File: config.mk
export PLATFORM = sky130hd
export DESIGN_NAME = irq_entry_ctl
export DESIGN_NICKNAME = d
export VERILOG_FILES = /design/src/rtl/irq_entry_ctl.sv
export SDC_FILE = /design/constraint.sdc
export NUM_CORES = 1
export LEC_CHECK = 0
export BUFFER_PORTS_ARGS = -buffer_cell sky130_fd_sc_hd__buf_2
export CORE_MARGIN = 5
export CORE_UTILIZATION = 34
export DETAILED_ROUTE_END_ITERATION = 10
export PLACE_DENSITY_LB_ADDON = 0.2
export SETUP_SLACK_MARGIN = 0.5
export SLEW_MARGIN = 15
export SYNTH_ARGS = -nofsm -noshare
export SYNTH_HDL_FRONTEND = slang
export SYNTH_SLANG_ARGS = --single-unit
File: constraint.sdc
create_clock -name clk -period 1.3 [get_ports clk]
set_clock_uncertainty 0.05 [all_clocks]
set_input_delay 0 -clock clk [delete_from_list [all_inputs] [get_ports clk]]
set_output_delay 0 -clock clk [all_outputs]
set_load 0.02 [all_outputs]
File: src/rtl/irq_entry_ctl.sv
module irq_entry_ctl #(
  parameter int NSRC = 8,
  parameter int PCW = 32,
  parameter int NW = (NSRC > 1) ? $clog2(NSRC) : 1,
  parameter logic [PCW-1:0] VEC_BASE = 'h1000,
  parameter logic [PCW-1:0] VEC_STRIDE = 'h10
) (
  input  logic            clk,
  input  logic            rst_n,
  input  logic [NSRC-1:0] irq_req,
  input  logic            instr_done,
  input  logic [PCW-1:0]  cur_pc,
  input  logic            rfi,
  input  logic            st_wr,
  input  logic [3:0]      st_wdata,
  output logic            pending,
  output logic            take,
  output logic [NSRC-1:0] irq_ack,
  output logic [NW-1:0]   int_num,
  output logic [PCW-1:0]  vec_pc,
  output logic [PCW-1:0]  save_pc,
  output logic [NSRC-1:0] cause,
  output logic [3:0]      status
);

  logic ie, sup, pie, psup;
  logic [NW-1:0] win;

  always_comb begin
    win = '0;
    for (int i = NSRC - 1; i >= 0; i--)
      if (irq_req[i]) win = NW'(i);
  end

  assign pending = |irq_req;
  assign take    = pending & ie & instr_done;
  assign int_num = win;
  assign irq_ack = take ? (NSRC'(1) << win) : '0;
  assign vec_pc  = VEC_BASE + PCW'(win) * VEC_STRIDE;
  assign save_pc = cur_pc;
  assign status  = {psup, pie, sup, ie};

  always_ff @(posedge clk) begin
    if (!rst_n) begin
      ie    <= 1'b0;
      sup   <= 1'b1;
      pie   <= 1'b0;
      psup  <= 1'b0;
      cause <= '0;
    end else if (take) begin
      cause <= irq_req;
      pie   <= ie;
      psup  <= sup;
      ie    <= 1'b0;
      sup   <= 1'b1;
    end else if (rfi) begin
      ie  <= pie;
      sup <= psup;
    end else if (st_wr && sup) begin
      {psup, pie, sup, ie} <= st_wdata;
    end
  end

endmodule


Word-level counts from Yosys, hierarchy flattened

Index checks and enable logic that the tools add are counted.

Logic and storage cells: 36
Flip-flop bits (word level): 12
Memory bits (writable): 0
Output and inout port bits: 89
Bits of input ports: 49
Memories: 0
Bits in read-only memories: 0
Latch bits: 0

$add $sub $neg: 1
Mux-type cells: 19
Div/mod/pow operators: 0
Shifts and indexed selects: 1
Equal/unequal tests: 1
$mul: 0
Bitwise gates (word level): 3
Order comparisons: 0
Reductions and logical operators: 6

Operators with widths:

| operator                                                                | number |
|---|---|
| 3-bit two-way mux                                                       | 8 |
| 13-bit by 7-bit adder with 14-bit output, first input constant          | 1 |
| 1-bit two-way mux                                                       | 10 |
| 8-bit two-way mux                                                       | 1 |
| 8-bit OR reduction                                                      | 1 |
| 1-bit by 3-bit left shift with 8-bit output, first input constant       | 1 |
| 2-bit nonzero test                                                      | 2 |
| 1-bit AND                                                               | 2 |
| 2-bit by 1-bit inequality test with 1-bit output, second input constant | 1 |
| 2-bit AND reduction                                                     | 1 |
| 2-bit OR reduction                                                      | 1 |
| 1-bit logical AND                                                       | 1 |
| 1-bit NOT                                                               | 1 |

Logic depth before layout (Yosys ltp)

Word-level depth: 10
Depth in mapped cells: 5
Depth with buffers taken out: 5

Worst setup path before layout

Ideal clock, no wire load.

Path type: register to output
Start: register ie
End: output port irq_ack[4]
Data arrival time: 1408 ps
Required time: 1250 ps
Setup slack: -158 ps
Cell stages (with the launch flop): 4
Path buffers: 0
Cells stage by stage: dfxtp_1 > nand2_1 > nor3_1 > nor4bb_1

Word-level cells in the longest chain between the ends: 3

RTL lines:

| item                    | RTL line | text |
|---|---|---|
| from (decl)             | 26       | `logic ie, sup, pie, psup;` |
| from (signal assigned)  | 57       | `ie <= pie;` |
| from (signal assigned)  | 60       | `{psup, pie, sup, ie} <= st_wdata;` |
| 1-bit AND (2 in series) | 36       | `assign take = pending & ie & instr_done;` |
| 8-bit two-way mux       | 38       | `assign irq_ack = take ? (NSRC'(1) << win) : '0;` |
| to (decl)               | 18       | `output logic [NSRC-1:0] irq_ack,` |

Every way passes these cells.

Worst setup path in the final report

Start: register ie
End: output port irq_ack[6]

Same word-level chain as after synthesis.

==> results.toml <==
[cts]
cts-buffers-inserted = 3
htreeDepth = 1
cts_tree = "done"
cts_sinks = 12
clock_path_buffers = 2
cts-root-buf = "clkbuf_4"
clkTransAtPathRegs_ns = 0.08
clk_latency_ns = 0.27

[yosys]
ys_types = 29
synth_largest_area_cell = "buf_4"
ys_seq_area_share_pct = 20.2
syn-mean-instance-area_sq_um = 7.81
synthTopCellsByArea = "buf_4, dfxtp_1, nand3_1, nand2_1, nor4_4"
netlist.area_leader.share_pct = 43.6
ys_warn_count = 0
synth-seq-cells = 12
synthCells = 152
syn_area_sq_um = 1190

[layout]
drive_above_1_share_pct = 57.7
multiInputGateArea_sq_um = 719
antenna_cells = 0
nFillCells = 299
fin_area_sq_um = 2040
regArea_sq_um = 258
nNetsFinal = 263
areaGrowthSynthToFinish_pct = 71.9

[place]
placed_area_sq_um = 1170
io_buffers = 44
hpwl_um = 2180
dp_slack_ns = 0.114
gp_congestion = 0.753

[routing]
drc_errors = 0
post_drt_wl_per_cell_um = 14.2
firstDrtPassIters = 3
via_per_inst = 4.31
drtIter0Drc = 36
via_count = 1117
drt-total-wl_um = 3680
postRouteAntennaNets = 0

[outcome]
violations = "negative setup slack"
status = "finished, violations left"

[worst_setup_path]
path_class = "register to primary output"
worstPathArrival_ns = 1.34
cp-start-kind = "register"
timing.critical_path.required_ns = 1.25
cp_max_fo = 4
crit_path_end_kind = "primary output"

[grt]
gr-total-overflow = 0
grt_max_degree = 20
grt_pass1_vias = 1260
grt_use_total_pct = 14.9
antenna_found_initial = 0
grt_first_pass_wirelength_um = 6040

[die]
initial_core_util_pct = 35.3
num_io_pins = 138
coreArea_sq_um = 3360
die_y_um = 69.1
die_w_um = 69.1
die_area_sq_um = 4770
rows = 21

[sta]
slew_viol_final = 0
fin_ws_ns = -0.0900
setup_viol = 9
fmax_ghz = 0.719
period_needed_ns = 1.39
rsz0062_at_grt = "true"
hold_violations = 0
post-route-period-util_pct = 107

[power_and_ir_drop]
p_seq_share_pct = 32.1
p_comb_share_pct = 43.4
internal_power_mw = 0.774
switching_share_pct = 37.5
vdd_drop_max_uv = 326
leakage_nw = 0.951
power_density_nw_per_um2 = 607
clkPwrFrac_pct = 24.5
netSwitchingPower_mw = 0.465

[job]
drv_cap = 0

[hold_path]
worstHoldPathType = "primary input to register"
-- synth_stat cells --
cell type / count
buf_4: 69
nand3_1: 14
nand2_1: 13
dfxtp_1: 12
a21oi_1: 4
nor2_1: 4
o21ai_0: 4
inv_1: 3
mux2i_1: 3
a21boi_0: 2
and3_1: 2
conb_1: 2
nor2b_1: 2
nor3_1: 2
nor4_4: 2
a21o_4: 1
and2_1: 1
and3b_1: 1
and4b_1: 1
buf_1: 1
buf_8: 1
inv_2: 1
nand2b_1: 1
nor2_2: 1
nor4bb_1: 1
o2111ai_1: 1
o21bai_1: 1
or2_2: 1
or3_1: 1
-- per-stage QoR --
step,total power [mW],util [%],hold slack (ns),TNS [ns],instances
2_1_floorplan,0.824,-,-0.0193,0,179
3_3_place_gp,0.679,34.9,-0.0499,0,199
3_5_place_dp,0.682,34.9,-0.0499,0,199
4_1_cts,1.23,59.2,0.00616,-0.192,258
5_1_grt,1.30,60.7,0.0218,-1.14,259
6_report,1.24,60.7,0.00739,-0.391,259
-- cell type report --
class / count / share of cell area, %
Multi-Input combinational cell: 92 / 35.3
Timing Repair Buffer: 101 / 46.5
Clock buffer: 4 / 1.78
Tap cell: 46 / 2.82
Sequential cell: 12 / 12.6
Inverter: 4 / 0.981
-- power by group through the flow --
| stage | combinational, mW | clock, mW | sequential, mW |
|---|---|---|---|
| floorplan | 0.418 | 0 | 0.406 |
| global placement | 0.277 | 0 | 0.402 |
| detailed placement | 0.279 | 0 | 0.402 |
| CTS | 0.523 | 0.306 | 0.397 |
| global route | 0.571 | 0.333 | 0.400 |
| finish | 0.538 | 0.303 | 0.397 |
-- layer usage --
metal	routed length [um]	part of all wire, %	vias to the layer above	GRT usage [%]
met2	1890	51	86	27.6
met4	36	0.98	0	4.34
met3	372	10	4	3.49
li1	-	-	524	-
met5	0	0	-	0
met1	1380	38	503	16.6
-- cells in the final DEF (no fill, tap or decap), drive strengths merged, types with 2 or more instances in the layout --
cell | Yosys | routed
o21ai | 4 | 4
a21oi | 4 | 4
nor3 | 2 | 2
nor4 | 2 | 2
nor2 | 5 | 5
nor2b | 2 | 2
mux2i | 3 | 3
clkbuf | 0 | 4
inv | 4 | 3
conb | 2 | 29
a21boi | 2 | 2
nand3 | 14 | 14
dfxtp | 12 | 12
and3 | 2 | 2
buf | 71 | 62
dlygate4sd3 | 0 | 39
nand2 | 13 | 13
-- sequential cells by signal (all words and copies together), names as in the netlist --
signal	count
pie	1
ie	1
sup	1
psup	1
cause	8
-- worst max-delay path: stages, from the launching register on --
cell,delay [ns]
dfxtp_2,0.35
nand2_4,0.07
or3_4,0.40
nor2b_4,0.13
buf_6,0.12
-- cells by family (layout without fill, tap and decap cells) --
family / after synthesis / count (layout) / share of synthesized area [%]
multiplexers: 3 / 3 / 2.53
AND/OR/NAND/NOR: 47 / 47 / 22.9
flip-flops: 12 / 12 / 20.2
buffers and inverters: 75 / 109 / 46.5
other: 2 / 29 / 0.632
AO/OA/AOI/OAI: 13 / 13 / 7.27
-- worst paths after layout --
path | slack, ns | end | start | cells after the start
worst max-delay path | -0.09 | irq_ack[6] | ie$_SDFFE_PP0P_ | 4
worst min-delay path | 0.007 | cause[2]$_SDFFE_PN0P_ | irq_req[2] | 3
worst max register to register | -0.06 | cause[3]$_SDFFE_PN0P_ | ie$_SDFFE_PP0P_ | 8
worst min register to register | 0.47 | sup$_SDFFE_PP1P_ | psup$_SDFFE_PN0P_ | 2
-- repair_timing --
action | CTS | global route
setup buffers | 16 | 1
gates resized for setup | 88 | 13
pin swaps | 10 | 16
hold buffers | 39 | 0
endpoints found under the setup margin | 40 | 40
endpoints found under the hold margin | 39 | 0
Power figures use the tool's default switching activity.
